### src/rtl/vic_pkg.sv
package vic_pkg;

    localparam int NUM_SRC = 12;
    localparam int VEC_W   = 14;
    localparam int NUM_PIN = 7;
    localparam int CTRL_W  = 5;
    localparam int IDX_W   = $clog2(NUM_SRC);

    // slot numbers, highest priority first
    localparam int S_RST  = 0;
    localparam int S_PWD  = 1;
    localparam int S_IRQ2 = 2;
    localparam int S_LV1  = 3;
    localparam int S_LV0  = 4;
    localparam int S_S0TX = 5;
    localparam int S_S0RX = 6;
    localparam int S_IRQE = 7;
    localparam int S_DMA  = 8;
    localparam int S_SL9  = 9;
    localparam int S_SL10 = 10;
    localparam int S_TMR  = 11;

    // synchronized pin positions
    localparam int P_PWD  = 0;
    localparam int P_IRQ2 = 1;
    localparam int P_LV1  = 2;
    localparam int P_LV0  = 3;
    localparam int P_IRQE = 4;
    localparam int P_IRQ1 = 5;
    localparam int P_IRQ0 = 6;

    // control word fields
    localparam int C_EDGE0 = 0;
    localparam int C_EDGE1 = 1;
    localparam int C_EDGE2 = 2;
    localparam int C_NEST  = 3;
    localparam int C_PINS  = 4;

    localparam logic [NUM_SRC-1:0] NONMASK = NUM_SRC'((1 << S_RST) | (1 << S_PWD));

    typedef struct packed {
        logic [NUM_SRC-1:0] lat;
        logic [NUM_SRC-1:0] mask;
        logic [NUM_SRC-1:0] isr;
        logic [CTRL_W-1:0]  ctrl;
        logic               en;
        logic               blank;
    } vic_state_t;

    // power-down sits second in priority but uses the top vector
    function automatic logic [VEC_W-1:0] slot_vector(input logic [IDX_W-1:0] k);
        logic [VEC_W-1:0] v;
        if (k == IDX_W'(S_RST))
            v = '0;
        else if (k == IDX_W'(S_PWD))
            v = VEC_W'(4 * (NUM_SRC - 1));
        else
            v = VEC_W'(4 * (int'(k) - 1));
        return v;
    endfunction

endpackage

### src/rtl/vic_pin_sync.sv
module vic_pin_sync #(
    parameter int WIDTH  = 7,
    parameter int STAGES = 2
) (
    input  logic             clk,
    input  logic             rst_n,
    input  logic [WIDTH-1:0] pin_n,
    output logic [WIDTH-1:0] asserted,
    output logic [WIDTH-1:0] fall
);

    for (genvar g = 0; g < WIDTH; g++) begin : g_bit
        logic [STAGES-1:0] sh_d, sh_q;
        logic              prev_d, prev_q;

        always_comb begin
            sh_d   = {sh_q[STAGES-2:0], pin_n[g]};
            prev_d = sh_q[STAGES-1];
        end

        always_ff @(posedge clk) begin
            if (!rst_n) begin
                sh_q   <= '1;
                prev_q <= 1'b1;
            end else begin
                sh_q   <= sh_d;
                prev_q <= prev_d;
            end
        end

        assign asserted[g] = ~sh_q[STAGES-1];
        assign fall[g]     = prev_q & ~sh_q[STAGES-1];
    end

endmodule

### src/rtl/vic_prio_pick.sv
module vic_prio_pick #(
    parameter int WIDTH = 12,
    localparam int IW   = $clog2(WIDTH)
) (
    input  logic [WIDTH-1:0] req,
    output logic             found,
    output logic [IW-1:0]    idx
);

    always_comb begin
        found = 1'b0;
        idx   = '0;
        for (int i = WIDTH - 1; i >= 0; i--) begin
            if (req[i]) begin
                found = 1'b1;
                idx   = IW'(i);
            end
        end
    end

endmodule

### src/rtl/vec_irq_ctrl.sv
module vec_irq_ctrl
    import vic_pkg::*;
#(
    parameter int SYNC_STAGES = 2
) (
    input  logic                clk,
    input  logic                rst_n,
    input  logic                rst_req,
    input  logic                pwd_n,
    input  logic                irq2_n,
    input  logic                irql1_n,
    input  logic                irql0_n,
    input  logic                irqe_n,
    input  logic                irq1_n,
    input  logic                irq0_n,
    input  logic                sp0_tx,
    input  logic                sp0_rx,
    input  logic                dma_done,
    input  logic                sp1_tx,
    input  logic                sp1_rx,
    input  logic                timer_tick,
    input  logic                mask_wr,
    input  logic [NUM_SRC-1:0]  mask_data,
    input  logic                ctrl_wr,
    input  logic [CTRL_W-1:0]   ctrl_data,
    input  logic                force_clr_wr,
    input  logic [1:0]          force_clr_data,
    input  logic                ena_ints,
    input  logic                dis_ints,
    input  logic                rti,
    output logic                irq_valid,
    output logic [VEC_W-1:0]    irq_vector,
    input  logic                irq_ack
);

    vic_state_t st_d, st_q;

    logic [NUM_PIN-1:0] pin_vec, pin_lvl, pin_fall;
    logic [NUM_SRC-1:0] set_ev, lvl_src, lvl_sel, req, armed, gated;
    logic               win_found, isr_found, allow, take, pins_mode;
    logic [IDX_W-1:0]   win_idx, isr_idx;

    assign pin_vec = {irq0_n, irq1_n, irqe_n, irql0_n, irql1_n, irq2_n, pwd_n};

    vic_pin_sync #(
        .WIDTH  (NUM_PIN),
        .STAGES (SYNC_STAGES)
    ) u_sync (
        .clk      (clk),
        .rst_n    (rst_n),
        .pin_n    (pin_vec),
        .asserted (pin_lvl),
        .fall     (pin_fall)
    );

    assign pins_mode = st_q.ctrl[C_PINS];

    // per-slot edge event and level source; lvl_sel picks which one counts
    always_comb begin
        set_ev          = '0;
        lvl_src         = '0;
        lvl_sel         = '0;

        set_ev[S_RST]   = rst_req;
        lvl_src[S_RST]  = rst_req;
        set_ev[S_PWD]   = pin_fall[P_PWD];
        lvl_src[S_PWD]  = pin_lvl[P_PWD];
        set_ev[S_IRQ2]  = pin_fall[P_IRQ2];
        lvl_src[S_IRQ2] = pin_lvl[P_IRQ2];
        lvl_sel[S_IRQ2] = ~st_q.ctrl[C_EDGE2];
        set_ev[S_LV1]   = pin_fall[P_LV1];
        lvl_src[S_LV1]  = pin_lvl[P_LV1];
        lvl_sel[S_LV1]  = 1'b1;
        set_ev[S_LV0]   = pin_fall[P_LV0];
        lvl_src[S_LV0]  = pin_lvl[P_LV0];
        lvl_sel[S_LV0]  = 1'b1;
        set_ev[S_S0TX]  = sp0_tx;
        lvl_src[S_S0TX] = sp0_tx;
        set_ev[S_S0RX]  = sp0_rx;
        lvl_src[S_S0RX] = sp0_rx;
        set_ev[S_IRQE]  = pin_fall[P_IRQE];
        lvl_src[S_IRQE] = pin_lvl[P_IRQE];
        set_ev[S_DMA]   = dma_done;
        lvl_src[S_DMA]  = dma_done;
        set_ev[S_TMR]   = timer_tick;
        lvl_src[S_TMR]  = timer_tick;

        if (pins_mode) begin
            set_ev[S_SL9]   = pin_fall[P_IRQ1];
            lvl_src[S_SL9]  = pin_lvl[P_IRQ1];
            lvl_sel[S_SL9]  = ~st_q.ctrl[C_EDGE1];
            set_ev[S_SL10]  = pin_fall[P_IRQ0];
            lvl_src[S_SL10] = pin_lvl[P_IRQ0];
            lvl_sel[S_SL10] = ~st_q.ctrl[C_EDGE0];
        end else begin
            set_ev[S_SL9]   = sp1_tx;
            lvl_src[S_SL9]  = sp1_tx;
            set_ev[S_SL10]  = sp1_rx;
            lvl_src[S_SL10] = sp1_rx;
        end
    end

    assign req   = (lvl_sel & lvl_src) | (~lvl_sel & st_q.lat);
    assign armed = req & (st_q.mask | NONMASK);
    assign gated = st_q.en ? armed : (armed & NUM_SRC'(1 << S_RST));

    vic_prio_pick #(.WIDTH(NUM_SRC)) u_pick_req (
        .req   (gated),
        .found (win_found),
        .idx   (win_idx)
    );

    vic_prio_pick #(.WIDTH(NUM_SRC)) u_pick_isr (
        .req   (st_q.isr),
        .found (isr_found),
        .idx   (isr_idx)
    );

    always_comb begin
        if (st_q.blank)
            allow = 1'b0;
        else if (!st_q.ctrl[C_NEST])
            allow = ~isr_found;
        else
            allow = ~isr_found | (win_idx < isr_idx);
    end

    assign irq_valid  = win_found & allow;
    assign irq_vector = slot_vector(win_idx);
    assign take       = irq_valid & irq_ack;

    always_comb begin
        st_d = st_q;

        // latches: a new event beats the clear from a same-cycle acknowledge
        if (take)
            st_d.lat[win_idx] = 1'b0;
        st_d.lat = st_d.lat | set_ev;
        if (force_clr_wr) begin
            if (force_clr_data[1])
                st_d.lat[S_IRQE] = 1'b0;
            if (force_clr_data[0])
                st_d.lat[S_IRQE] = 1'b1;
        end

        // in-service set: retire innermost first, then record the new grant
        if (rti && isr_found)
            st_d.isr[isr_idx] = 1'b0;
        if (take)
            st_d.isr[win_idx] = 1'b1;

        if (mask_wr)
            st_d.mask = mask_data;
        st_d.blank = mask_wr;

        if (ctrl_wr)
            st_d.ctrl = ctrl_data;

        if (dis_ints)
            st_d.en = 1'b0;
        else if (ena_ints)
            st_d.en = 1'b1;
    end

    always_ff @(posedge clk) begin
        if (!rst_n) begin
            st_q.lat   <= '0;
            st_q.mask  <= '0;
            st_q.isr   <= '0;
            st_q.ctrl  <= '0;
            st_q.en    <= 1'b1;
            st_q.blank <= 1'b0;
        end else begin
            st_q <= st_d;
        end
    end

endmodule

### config.mk
export PLATFORM = sky130hd
export DESIGN_NAME = vec_irq_ctrl
export DESIGN_NICKNAME = d
export VERILOG_FILES = /design/src/rtl/vic_pkg.sv /design/src/rtl/vic_pin_sync.sv /design/src/rtl/vic_prio_pick.sv /design/src/rtl/vec_irq_ctrl.sv
export SDC_FILE = /design/constraint.sdc
export NUM_CORES = 1
export LEC_CHECK = 0
export ABC_AREA = 1
export BUFFER_PORTS_ARGS = -buffer_cell sky130_fd_sc_hd__buf_2
export CAP_MARGIN = 20
export CORE_ASPECT_RATIO = 1.2
export CORE_MARGIN = 5
export CORE_UTILIZATION = 58
export DETAILED_ROUTE_END_ITERATION = 8
export GPL_ROUTABILITY_DRIVEN = 0
export MAX_ROUTING_LAYER = met4
export PLACE_DENSITY = 0.87
export SETUP_SLACK_MARGIN = 0.15
export SYNTH_ARGS = -nofsm -noshare
export SYNTH_HDL_FRONTEND = slang
export SYNTH_SLANG_ARGS = --single-unit
### constraint.sdc
create_clock -name clk -period 5.7 [get_ports clk]
set_input_delay 0.57 -clock clk [delete_from_list [all_inputs] [get_ports clk]]
set_output_delay 0.57 -clock clk [all_outputs]
set_load 0.01 [all_outputs]
* Word-level counts from Yosys, hierarchy flattened
Cells that the tools add are included.
** Word-level totals
- Bits in registers :: 64
- Latch bits :: 0
- Bits in writable memories :: 0
- Memory bits (read-only) :: 0
- Input bits :: 42
- Output and inout port bits :: 15
- Memories :: 0
** Operators by class
- $add $sub $neg :: 1
- Multipliers :: 0
- Div/mod/pow operators :: 0
- Order comparisons :: 5
- Equality and inequality tests :: 1
- Shift-type cells :: 0
- Multiplexer cells :: 68
- Bitwise logic cells :: 32
- Reduce and logical (&&, ||, !) cells :: 5
** Operators by type and width (number)
- $mux 4 :: 24
- $and 12x12->12 :: 4
- $mux 12 :: 4
- $or 12x12->12 :: 3
- $mux 1 :: 33
- $mux 14 :: 2
- $not 12->12 :: 2
- $and 11x12->12 :: 1
- $not 11->12 :: 1
- $not 1->1 :: 11
- $lt 4x5->1 const B :: 2
- $and 1x1->1 :: 9
- $demux 1 s4 :: 2
- $ge 4x1->1 const B :: 2
- $mux 2 :: 3
- $sub 4x1->5 const B :: 1
- $eq 4x1->1 const B :: 1
- $logic_not 4->1 :: 1
- $lt 4x4->1 :: 1
- $logic_and 1x1->1 :: 3
- $reduce_bool 2->1 :: 1
- $or 1x1->1 :: 1

* Depth between registers and ports, before layout
- Word-level depth :: 30
- Depth in mapped cells :: 28
- Mapped depth without buffers :: 28

* Modules after synthesis
Synthesis repeated with hierarchy kept, for this count alone.
** Unflattened totals
- Cell total of the unflattened synthesis :: 423
- Area total of the unflattened synthesis :: 2926.6 µm²
** By module, submodules not included
- vec_irq_ctrl :: times used 1, cells each 274, area each 1963.1 µm², sequential area each 780.7 µm²
- vic_pin_sync :: times used 1, cells each 79, area each 653.1 µm², sequential area each 420.4 µm²
- vic_prio_pick :: times used 2, cells each 35, area each 155.1 µm², sequential area each 0.0 µm²

* Worst setup path after synthesis
No wires, ideal clock.
- Path type :: reg2out
- Start point :: register st_q[1] (netlist bit)
- End point :: output irq_valid
- Arrival time :: 2066 ps
- Data required time :: 5130 ps
- Slack :: 3064 ps
- Cell stages (with the launch flop) :: 13
- Path buffers :: 1
- Cells stage by stage :: dfxtp_1 > buf_6 > nand2_1 > nor2_1 > inv_1 > nand2_1 > nor2_1 > inv_1 > nor3_2 > ha_1 > a211oi_1 > nand2_2 > a21boi_0
** Between the ends
- Word-level cells in the longest chain between the ends :: 18
- Elaborated cells on any way between the ends :: 30
** Ends and longest elaborated chain
- from (decl) :: line vec_irq_ctrl.sv:36 : vic_state_t st_d, st_q;
- from (signal assigned) :: line vec_irq_ctrl.sv:174 : st_q <= st_d;
- $mux 12 (*) :: line vec_irq_ctrl.sv:105 : assign gated = st_q.en ? armed : (armed & NUM_SRC'(1 << S_RST));
- $mux 4 (12 in series) :: line vic_prio_pick.sv:14 : if (req[i]) begin
- $lt 4x4->1 :: line vec_irq_ctrl.sv:125 : allow = ~isr_found | (win_idx < isr_idx);
- $or 1x1->1 :: line vec_irq_ctrl.sv:125
- $mux 1 :: line vec_irq_ctrl.sv:122 : else if (!st_q.ctrl[C_NEST])
- $mux 1 :: line vec_irq_ctrl.sv:120 : if (st_q.blank)
- $and 1x1->1 (*) :: line vec_irq_ctrl.sv:128 : assign irq_valid = win_found & allow;
- to (decl) :: line vec_irq_ctrl.sv:31 : output logic irq_valid,
Mark *: on every way between the ends. The rest lies on a longest branch, timed or not.

* Worst setup path after layout
Same ends and word-level chain as after synthesis.

==> flow_metrics.tcl <==
set metrics [dict create \
    cp-start-kind "flip-flop" \
    hold_path_class "reg2reg" \
    maxCapViolCount 0 \
    yosys_register_bits 58 \
    critical_path_class "reg2out" \
    yosysSeqAreaShare_pct 42.2 \
    die_area_mm2 0.00623 \
    cp.required_ns 5.13 \
    ys.flop_type "dfxtp_1" \
    cts_hold_buffers 0 \
    placed_area_mm2 0.00294 \
    start_util_pct 59.9 \
    area_growth_pct 16.0 \
    crit_arrival_ns 2.99 \
    cp_slowest_cell "dfxtp_1" \
    synth_edf_count 0 \
    synth_async_sr_flop_share_pct 0 \
    design_area_mm2 0.00319 \
    synth_area_mm2 0.00275 \
    min_period_over_period_pct 62.5 \
    path_cells "inv_1, o21ai_0, nor2_1, nor3_2, ha_1, a211oi_1, nand2_2, a21boi_0, buf_2" \
    cts_buffer_depth 2 \
    rsz0062_at_grt "false" \
    grt_pass1_vias 2374 \
    yosysWarnings 0 \
    crit_fanout 11 \
    final_core_util_pct 69.5 \
    slew_headroom_pct 44.7 \
    routedWlPerCell_um 11.9 \
    hold_viol_final 0 \
    clk_latency_ns 0.34 \
    grt_pass1_wl_um 9940 \
    ctsResizeCount 0 \
    ir_worst_vdd_v 0.000240 \
    ant_nets 0 \
    fp.dieW_um 72.9 \
    vias 2436 \
    max_stage_delay_ns 0.56 \
    rows 27 \
    tns_ns 0 \
    post-cts-setup-buffer-count 0 \
    routed_via_density 5.00 \
    cts-htree-levels 3 \
    clk_pin_slew_ns 0.06 \
    dp_hpwl_um 4310 \
    p_leak_nw 1.56 \
    drt-initial-drc-count 57 \
    fillers 381 \
    fin_crit_ns 3.56 \
    finClkSkew_ns 0.00686 \
    tritoncts "done" \
    p_per_area_mw_per_mm2 335 \
    overflow 0 \
    setup_viol_count_final 0 \
    dpl.cell_count 471 \
    fmax_mhz 281 \
    die_h_um 85.5 \
    routed_wl_um 5810 \
    grt_usage_pct 21.1 \
    slew_viol_final 0 \
    avgSynthCellArea_um2 7.24 \
    mostFrequentLayoutCells "nand2_1, dfxtp_1, inv_1" \
    portBuffers 44 \
    drive_gt1_share_pct 21.7 \
    io_pins 57 \
    final_cell_count_no_fill 487 \
    diodes 0 \
    cts_made_buffers 9 \
    grt_antenna_before_repair 0 \
    cts_num_sinks 58 \
    drtPass1Iterations 4 \
    cts_root_buf "clkbuf_8" \
    synthCells 380 \
    worstMarginPinSlew_ns 0.829 \
    coreArea_mm2 0.00459 \
    grt_max_degree 32 \
    drc 0 \
    synth_cell_types 33 \
    nNetsFinal 473 \
    layout_commonest_cell "nand2_1" \
    status "completed" \
    endpoint_kind "output port" \
]
==> worst max-delay path, delay by kind of cell (launching register included) <==
kind            cells  cell delay (ns)
simple gates        3             0.63
fa+ha+maj           1             0.33
compound gates      3             0.79
buf+inv             2             0.33
flops               1             0.56
==> state kept, by name (all words and copies together), names as in the netlist <==
signal	cells
pins_mode	1
u_sync.g_bit.sh_q	14
u_sync.g_bit.prev_q	5
st_q	38
==> area by class of cell <==
type                       instances  area, um^2  area share [%]
clock buffer                      12         155            4.86
clock inverter                     4        97.6            3.06
inverter                          52         198            6.19
multi-input combinational        259        1290            40.4
sequential                        58        1160            36.4
tap                               58        72.6            2.27
timing repair buffer              44         220            6.90
==> per-layer routing <==
layer	routed length, um	vias up	track usage, %
met4	186	0	12.4
met2	2970	68	34.6
met3	344	21	4.50
li1	-	1274	-
met1	2310	1073	23.0
met5	0	-	-
==> power by group <==
group | switching [mW] | leakage (nW) | internal [mW]
clock network | 0.160 | 0.123 | 0.314
registers | 0.0129 | 0.479 | 0.427
logic | 0.0995 | 0.960 | 0.0575
==> logic make-up after synthesis <==
group,count (synthesis),synth area share [%]
AO/OA/AOI/OAI,72,14.1
adder cells (fa/ha/maj),7,3.18
buffers and inverters,72,12.2
flip-flops,58,42.2
other,1,0.136
AND/OR/NAND/NOR,170,28.1
==> through the flow <==
| stage | setup slack [ns] | total power, mW | hold WS, ns |
|---|---|---|---|
| floorplan | 3.06 | 0.565 | 0.392 |
| global placement | 2.67 | 0.597 | 0.394 |
| detailed placement | 2.55 | 0.602 | 0.398 |
| CTS | 2.11 | 1.08 | 0.404 |
| global route | 1.97 | 1.13 | 0.406 |
| finish | 2.14 | 1.07 | 0.412 |
==> Yosys cell counts, drive strengths merged (2+ instances only) <==
library cell / count / share of area [%]
o21a: 3 / 0.82
clkbuf: 7 / 0.95
nand3: 23 / 5.0
buf: 13 / 4.1
nand2: 78 / 12
a31oi: 2 / 0.45
o21ai: 40 / 7.3
nor3: 6 / 1.3
or2: 14 / 3.2
inv: 51 / 7.0
a21oi: 24 / 4.8
nor2: 47 / 6.5
dfxtp: 58 / 42
ha: 7 / 3.2
==> final timing paths <==
| check | startpoint | to | slack [ns] | cells past startpoint |
|---|---|---|---|---|
| max | st_q[1] | irq_valid | 2.14 | 9 |
| min | u_sync.g_bit[6].sh_q[0] | u_sync.g_bit[6].sh_q[1] | 0.41 | 1 |
| max reg2reg | st_q[1] | st_q[40] | 2.66 | 15 |
| min reg2reg | u_sync.g_bit[6].sh_q[0] | u_sync.g_bit[6].sh_q[1] | 0.41 | 1 |
Note: power is estimated with default switching activity, not from simulation.
